$ cat src/rtl/sdram_dec_pkg.sv
package sdram_dec_pkg;

    typedef enum logic [3:0] {
        CMD_NOP     = 4'd0,
        CMD_ACT     = 4'd1,
        CMD_RD      = 4'd2,
        CMD_WR      = 4'd3,
        CMD_BST     = 4'd4,
        CMD_DPD     = 4'd5,
        CMD_PRE     = 4'd6,
        CMD_PALL    = 4'd7,
        CMD_AREF    = 4'd8,
        CMD_SREF    = 4'd9,
        CMD_MRS     = 4'd10,
        CMD_EMRS    = 4'd11,
        CMD_MRS_BAD = 4'd12
    } cmd_t;

    typedef enum logic [1:0] {
        PWR_ON   = 2'd0,
        PWR_SREF = 2'd1,
        PWR_DPD  = 2'd2
    } pwr_t;

    typedef struct packed {
        logic cke;
        logic cs_n;
        logic ras_n;
        logic cas_n;
        logic we_n;
    } pins_t;

    // Pin pattern to command; sel is the two-bit mode register select.
    function automatic cmd_t decode_pins(pins_t p, logic a10, logic [1:0] sel);
        cmd_t c;
        c = CMD_NOP;
        if (!p.cs_n) begin
            case ({p.ras_n, p.cas_n, p.we_n})
                3'b011:  c = CMD_ACT;
                3'b101:  c = CMD_RD;
                3'b100:  c = CMD_WR;
                3'b110:  c = p.cke ? CMD_BST : CMD_DPD;
                3'b010:  c = a10 ? CMD_PALL : CMD_PRE;
                3'b001:  c = p.cke ? CMD_AREF : CMD_SREF;
                3'b000: begin
                    if (sel == 2'b00)      c = CMD_MRS;
                    else if (sel == 2'b10) c = CMD_EMRS;
                    else                   c = CMD_MRS_BAD;
                end
                default: c = CMD_NOP;
            endcase
        end
        return c;
    endfunction

    function automatic logic is_access(cmd_t c);
        return (c == CMD_RD) || (c == CMD_WR);
    endfunction

endpackage

$ cat src/rtl/sdram_cmd_decode.sv
module sdram_cmd_decode
    import sdram_dec_pkg::*;
#(
    parameter int ADDR_W = 13,
    parameter int BA_W   = 2,
    parameter int AP_BIT = 10
) (
    input  pins_t             pins_i,
    input  logic [ADDR_W-1:0] addr_i,
    input  logic [BA_W-1:0]   ba_i,
    input  pwr_t              pwr_i,
    output cmd_t              cmd_o,
    output logic              ap_o
);
    cmd_t raw;

    always_comb begin
        raw = decode_pins(pins_i, addr_i[AP_BIT], ba_i[1:0]);
        // any low-power state swallows the command on the pins
        cmd_o = (pwr_i == PWR_ON) ? raw : CMD_NOP;
        ap_o  = is_access(cmd_o) && addr_i[AP_BIT];
    end
endmodule

$ cat src/rtl/sdram_bank_tracker.sv
module sdram_bank_tracker
    import sdram_dec_pkg::*;
#(
    parameter int BANKS  = 4,
    parameter int BA_W   = 2,
    parameter int ROW_W  = 13
) (
    input  logic                   clk,
    input  logic                   rst,
    input  cmd_t                   cmd_i,
    input  logic [BA_W-1:0]        bank_i,
    input  logic [ROW_W-1:0]       row_i,
    input  logic                   ap_i,
    output logic                   tgt_open_o,
    output logic [BANKS-1:0]       open_o,
    output logic [BANKS*ROW_W-1:0] rows_o
);
    for (genvar g = 0; g < BANKS; g++) begin : g_bank
        logic             open_r;
        logic [ROW_W-1:0] row_r;
        logic             hit;

        assign hit = (bank_i == BA_W'(g));

        always_ff @(posedge clk) begin
            if (rst) begin
                open_r <= 1'b0;
                row_r  <= '0;
            end else begin
                case (cmd_i)
                    CMD_ACT: begin
                        if (hit && !open_r) begin
                            open_r <= 1'b1;
                            row_r  <= row_i;
                        end
                    end
                    CMD_PRE:  if (hit) open_r <= 1'b0;
                    CMD_PALL: open_r <= 1'b0;
                    CMD_RD, CMD_WR: if (hit && ap_i) open_r <= 1'b0;
                    default: ;
                endcase
            end
        end

        assign open_o[g]                   = open_r;
        assign rows_o[g*ROW_W +: ROW_W]    = row_r;
    end

    assign tgt_open_o = open_o[bank_i];
endmodule

$ cat src/rtl/sdram_dqm_pipe.sv
module sdram_dqm_pipe #(
    parameter int OE_LAT = 2
) (
    input  logic clk,
    input  logic rst,
    input  logic dqm_i,
    output logic mask_o,
    output logic oe_o
);
    localparam int STAGES = OE_LAT + 1;

    logic [STAGES-1:0] stage_q;

    always_ff @(posedge clk) begin
        if (rst) stage_q[0] <= 1'b1;
        else     stage_q[0] <= dqm_i;
    end

    for (genvar s = 1; s < STAGES; s++) begin : g_stage
        always_ff @(posedge clk) begin
            if (rst) stage_q[s] <= 1'b1;
            else     stage_q[s] <= stage_q[s-1];
        end
    end

    assign mask_o = stage_q[0];
    assign oe_o   = ~stage_q[STAGES-1];
endmodule

$ cat src/rtl/sdram_cmd_tracker.sv
module sdram_cmd_tracker
    import sdram_dec_pkg::*;
#(
    parameter int ADDR_W = 13,
    parameter int BANKS  = 4,
    parameter int BA_W   = 2,
    parameter int AP_BIT = 10,
    parameter int OE_LAT = 2
) (
    input  logic                    clk,
    input  logic                    rst,
    input  logic                    cke,
    input  logic                    cs_n,
    input  logic                    ras_n,
    input  logic                    cas_n,
    input  logic                    we_n,
    input  logic                    dqm,
    input  logic [BA_W-1:0]         ba,
    input  logic [ADDR_W-1:0]       addr,
    output logic [3:0]              cmd_o,
    output logic [BA_W-1:0]         cmd_bank_o,
    output logic                    auto_pre_o,
    output logic                    illegal_o,
    output logic                    wr_mask_o,
    output logic                    rd_oe_o,
    output logic [1:0]              pwr_o,
    output logic [BANKS-1:0]        bank_open_o,
    output logic [BANKS*ADDR_W-1:0] open_rows_o,
    output logic [ADDR_W-1:0]       mode_o,
    output logic [ADDR_W-1:0]       ext_mode_o,
    output logic [ADDR_W-1:0]       ref_row_o
);
    pins_t            pins;
    cmd_t             dec_cmd;
    logic             dec_ap;
    logic             tgt_open;
    logic             bad_d;
    pwr_t             pwr_q, pwr_d;
    cmd_t             cmd_q;
    logic [BA_W-1:0]  bank_q;
    logic             ap_q, bad_q, last_ap_q;
    logic [ADDR_W-1:0] mode_q, emode_q, ref_q;

    assign pins = '{cke: cke, cs_n: cs_n, ras_n: ras_n, cas_n: cas_n, we_n: we_n};

    sdram_cmd_decode #(
        .ADDR_W (ADDR_W),
        .BA_W   (BA_W),
        .AP_BIT (AP_BIT)
    ) u_dec (
        .pins_i (pins),
        .addr_i (addr),
        .ba_i   (ba),
        .pwr_i  (pwr_q),
        .cmd_o  (dec_cmd),
        .ap_o   (dec_ap)
    );

    sdram_bank_tracker #(
        .BANKS (BANKS),
        .BA_W  (BA_W),
        .ROW_W (ADDR_W)
    ) u_banks (
        .clk        (clk),
        .rst        (rst),
        .cmd_i      (dec_cmd),
        .bank_i     (ba),
        .row_i      (addr),
        .ap_i       (dec_ap),
        .tgt_open_o (tgt_open),
        .open_o     (bank_open_o),
        .rows_o     (open_rows_o)
    );

    sdram_dqm_pipe #(
        .OE_LAT (OE_LAT)
    ) u_dqm (
        .clk    (clk),
        .rst    (rst),
        .dqm_i  (dqm),
        .mask_o (wr_mask_o),
        .oe_o   (rd_oe_o)
    );

    // rule checks against the state held before this edge
    always_comb begin
        case (dec_cmd)
            CMD_ACT:        bad_d = tgt_open;
            CMD_RD, CMD_WR: bad_d = !tgt_open;
            CMD_BST:        bad_d = last_ap_q;
            CMD_MRS_BAD:    bad_d = 1'b1;
            default:        bad_d = 1'b0;
        endcase
    end

    always_comb begin
        pwr_d = pwr_q;
        if (pwr_q == PWR_ON) begin
            if (dec_cmd == CMD_DPD)       pwr_d = PWR_DPD;
            else if (dec_cmd == CMD_SREF) pwr_d = PWR_SREF;
        end else if (cke) begin
            pwr_d = PWR_ON;
        end
    end

    always_ff @(posedge clk) begin
        if (rst) begin
            pwr_q     <= PWR_ON;
            cmd_q     <= CMD_NOP;
            bank_q    <= '0;
            ap_q      <= 1'b0;
            bad_q     <= 1'b0;
            last_ap_q <= 1'b0;
            mode_q    <= '0;
            emode_q   <= '0;
            ref_q     <= '0;
        end else begin
            pwr_q  <= pwr_d;
            cmd_q  <= dec_cmd;
            bank_q <= ba;
            ap_q   <= dec_ap;
            bad_q  <= bad_d;
            if (is_access(dec_cmd) && !bad_d) last_ap_q <= dec_ap;
            if (dec_cmd == CMD_MRS)  mode_q  <= addr;
            if (dec_cmd == CMD_EMRS) emode_q <= addr;
            if (dec_cmd == CMD_AREF) ref_q   <= ref_q + 1'b1;
        end
    end

    assign cmd_o      = cmd_q;
    assign cmd_bank_o = bank_q;
    assign auto_pre_o = ap_q;
    assign illegal_o  = bad_q;
    assign pwr_o      = pwr_q;
    assign mode_o     = mode_q;
    assign ext_mode_o = emode_q;
    assign ref_row_o  = ref_q;
endmodule

$ cat config.mk
export PLATFORM = sky130hd
export DESIGN_NAME = sdram_cmd_tracker
export DESIGN_NICKNAME = d
export VERILOG_FILES = /design/src/rtl/sdram_dec_pkg.sv /design/src/rtl/sdram_cmd_decode.sv /design/src/rtl/sdram_bank_tracker.sv /design/src/rtl/sdram_dqm_pipe.sv /design/src/rtl/sdram_cmd_tracker.sv
export SDC_FILE = /design/constraint.sdc
export NUM_CORES = 1
export LEC_CHECK = 0
export ABC_CLOCK_PERIOD_IN_PS = 4100
export BUFFER_PORTS_ARGS = -buffer_cell sky130_fd_sc_hd__buf_2
export CORE_UTILIZATION = 40
export DETAILED_ROUTE_END_ITERATION = 7
export SLEW_MARGIN = 25
export SYNTH_ARGS = -nofsm -noshare
export SYNTH_HDL_FRONTEND = slang
export SYNTH_SLANG_ARGS = --single-unit
$ cat constraint.sdc
create_clock -name clk -period 4.1 [get_ports clk]
set_input_delay 0.205 -clock clk [delete_from_list [all_inputs] [get_ports clk]]
set_output_delay 0.205 -clock clk [all_outputs]
set_load 0.05 [all_outputs]
==> results.txt <==
Status -> finished, final reports clean
Final WL -> 10,970 um
Final Setup Violations -> 0
Startpoint types -> flip-flop
Design Power -> 1.893 mW
# hold bufs at CTS -> 0
Nets -> 587
CP Launch Point -> pwr_o[1]
Gr usage total -> 0.1875
Final Max Tran Viols -> 0
Hold Path Stages -> 2
CTS Buf Count -> 9
Area growth from synthesis to layout -> 19.39%
Most frequent cells in the layout -> buf_2 (128), dfxtp_1 (109), mux2i_1 (80), nor2_1 (64), nand2b_1 (42)
Initial antenna violation count -> 0
Syn_nets -> 480
Share of post-route cells with drive strength above 1 -> 0.2746
Initial Utilization -> 0.4137
Yosys warning total -> 0
Io pins -> 130
Seq/Total Area, Yosys -> 0.4844
CP max-delay cell -> or4_1
CTS Sinks -> 109
DP HPWL -> 7806 um
Synth cell types -> 50
PD cells -> 352.0 nW/um^2
Later-pin clock latency in the skew report -> 370 ps
Min Tclk post-route -> 2409 ps
Crit Path Class -> flip-flop to flip-flop
DRT Pass-1 Iters -> 5
Worst R2R End -> u_banks.g_bank[1].row_r[0]
Worst EP required -> 4330 ps
Cell Chain, Critical Path -> or3_1 -> or4_1 -> mux2i_1 -> nor2_1
Clk buf depth -> 2
Routed Antenna Nets -> 0
Max Cap Viol -> 0
Leak -> 2.668 nW
Routed WL per cell -> 15.49 um
Final Hold Vio Count -> 0
Drt initial violations -> 153
Tcrit/Tclk final -> 0.5877
Vias per inst -> 5.049
Most common cell after layout, fill and taps aside -> buf_2
First-pass GRT wire length -> 17,010 um
Worst VDD drop -> 0.2767 mV
Sequential cell area -> 2182 um^2
Die Area -> 11,690 um^2
Cells after Synth -> 456
Worst slew pin tran -> 1030 ps
Max incr delay on CP -> 960 ps
Flop2flop setup slack -> 1690 ps
Max-slew headroom -> 0.3096
Leading register cell type out of synthesis -> dfxtp_1
Number of I/O port buffers -> 129
Post-Syn Area per Cell -> 9.878 um^2
Multi-input logic area -> 2115 um^2
Flops & latches, synth -> 109
Post-route DRC -> 0
Antenna cells -> 0
# rows -> 38
Post-synth EDFFs -> 0
Grt ovf -> 0
Postcts setup bufs -> 0
Asr flop ratio synth -> 0
Fillcell total -> 1,014
Htree depth -> 3
Fmax -> 415.0 MHz
Final Skew -> 16.13 ps
Via count -> 3,575
CP max FO -> 13
CTS tree -> done
Critical Path AT -> 2640 ps
Number of global-route vias before repair -> 3,219
Setup crit end -> u_banks.g_bank[1].row_r[0]
Post-cts sizing count -> 0
Root Buffer -> clkbuf_8
RSZ-0062 raised after global routing -> no
Maximum number of pins on one net before global-route repair -> 79
Inst Count DP -> 692
Worst r2r path cells -> 4
Worst r2r src -> pwr_o[1]
Final Util -> 0.4939
Setup TNS -> 0 ps
Core area -> 10,890 um^2
Die width -> 108.1 um
Final Instance Count excl. Fillers -> 708
Clock edge transition at the registers on the reported setup and hold paths -> 110 ps
Area of the mapped netlist -> 4504 um^2
Hold WC Path Type -> input port to flip-flop
Die Span Y -> 108.1 um
Crit. End Element -> flip-flop
RD Place Congestion -> 0.8049
## Yosys cell counts (2+ instances only)
| library cell | count | area share |
|---|---|---|
| or4_1 | 4 | 0.0067 |
| nor3_1 | 7 | 0.0078 |
| nand3_1 | 8 | 0.0089 |
| dfxtp_1 | 109 | 0.48 |
| buf_2 | 7 | 0.0078 |
| nand2b_1 | 42 | 0.058 |
| a31oi_1 | 4 | 0.0056 |
| nor2b_1 | 7 | 0.0097 |
| nor4_1 | 3 | 0.0042 |
| nor2_1 | 64 | 0.053 |
| buf_6 | 3 | 0.0075 |
| o32ai_1 | 3 | 0.0058 |
| clkbuf_1 | 21 | 0.018 |
| or2_2 | 3 | 0.0042 |
| nand4b_1 | 2 | 0.0039 |
| nand2_1 | 9 | 0.0075 |
| mux2i_1 | 80 | 0.18 |
| buf_4 | 5 | 0.0083 |
| nand4_1 | 4 | 0.0056 |
| xor2_1 | 2 | 0.0039 |
| a21oi_1 | 15 | 0.017 |
| or3_1 | 7 | 0.0097 |
| nand3b_1 | 3 | 0.0050 |
| o21ai_0 | 7 | 0.0078 |
| xnor2_1 | 4 | 0.0078 |
| inv_1 | 5 | 0.0042 |
| o31ai_1 | 3 | 0.0050 |
| and3_1 | 3 | 0.0042 |
## critical path: cells and delay by family (launching register included)
family / cells / cell delay [ps]
mux: 1 / 280
flops: 1 / 370
simple gates: 3 / 1630
## per-layer routing
layer  part of all wire  vias up  track usage
met4             0.0056        0      0.06262
met5                  0        -            0
met1               0.48     1672       0.2678
li1                   -     1792            -
met2               0.46      106       0.2871
met3              0.047        5      0.02833
## cell families (layout without fill, tap and decap cells)
logic type,count (synthesis),after routing,share of synthesized area
multiplexers,81,81,0.1828
buffers and inverters,42,154,0.04611
XOR/XNOR,6,6,0.01167
AO/OA/AOI/OAI,44,44,0.06278
flip-flops,109,109,0.4844
AND/OR/NAND/NOR,173,173,0.2094
adder cells (fa/ha/maj),1,1,0.002777
## registers in the layout (all words and copies together) (netlist names)
signal and cells:
mode_o 13, auto_pre_o 1, cmd_bank_o 2, u_dqm.stage_q 2
ref_row_o 13, illegal_o 1, pwr_o 2, u_banks.g_bank.row_r 52
cmd_o 4, last_ap_q 1, u_banks.g_bank.open_r 4, u_dqm.mask_o 1
ext_mode_o 13
## worst min-delay path by stage
stage          startpoint      endpoint
3_3_place_gp          dqm  u_dqm.mask_o
2_1_floorplan         cke      pwr_o[0]
6_report              dqm  u_dqm.mask_o
3_5_place_dp          dqm  u_dqm.mask_o
4_1_cts               dqm  u_dqm.mask_o
5_1_grt               dqm  u_dqm.mask_o
## report_power, final
group	leakage (nW)	total [mW]	internal [mW]	switching [mW]
sequential	0.880	1.08	1.07	0.00563
clock	0.104	0.647	0.244	0.403
combinational	1.68	0.170	0.0495	0.121
total	2.67	1.89	1.36	0.530
## through the flow
| stage | instance area [um^2] | hold WS [ps] | setup slack [ps] |
|---|---|---|---|
| after floorplan | 4504 | 284.3 | 2024 |
| after global placement | 5154 | 386.7 | 1625 |
| after detailed placement | 5176 | 399.5 | 1689 |
| after CTS | 5378 | 5.952 | 1669 |
| after global routing | 5378 | 10.77 | 1531 |
| final | 5378 | 27.89 | 1691 |
## cell type report
class | count | share of cell area
tap | 140 | 0.03257
inverter | 5 | 0.003490
multi-input combinational | 305 | 0.3932
sequential | 109 | 0.4058
timing repair buffer | 133 | 0.1275
clock inverter | 7 | 0.01443
clock buffer | 9 | 0.02303
No activity file was read; power rests on OpenSTA's default activity.
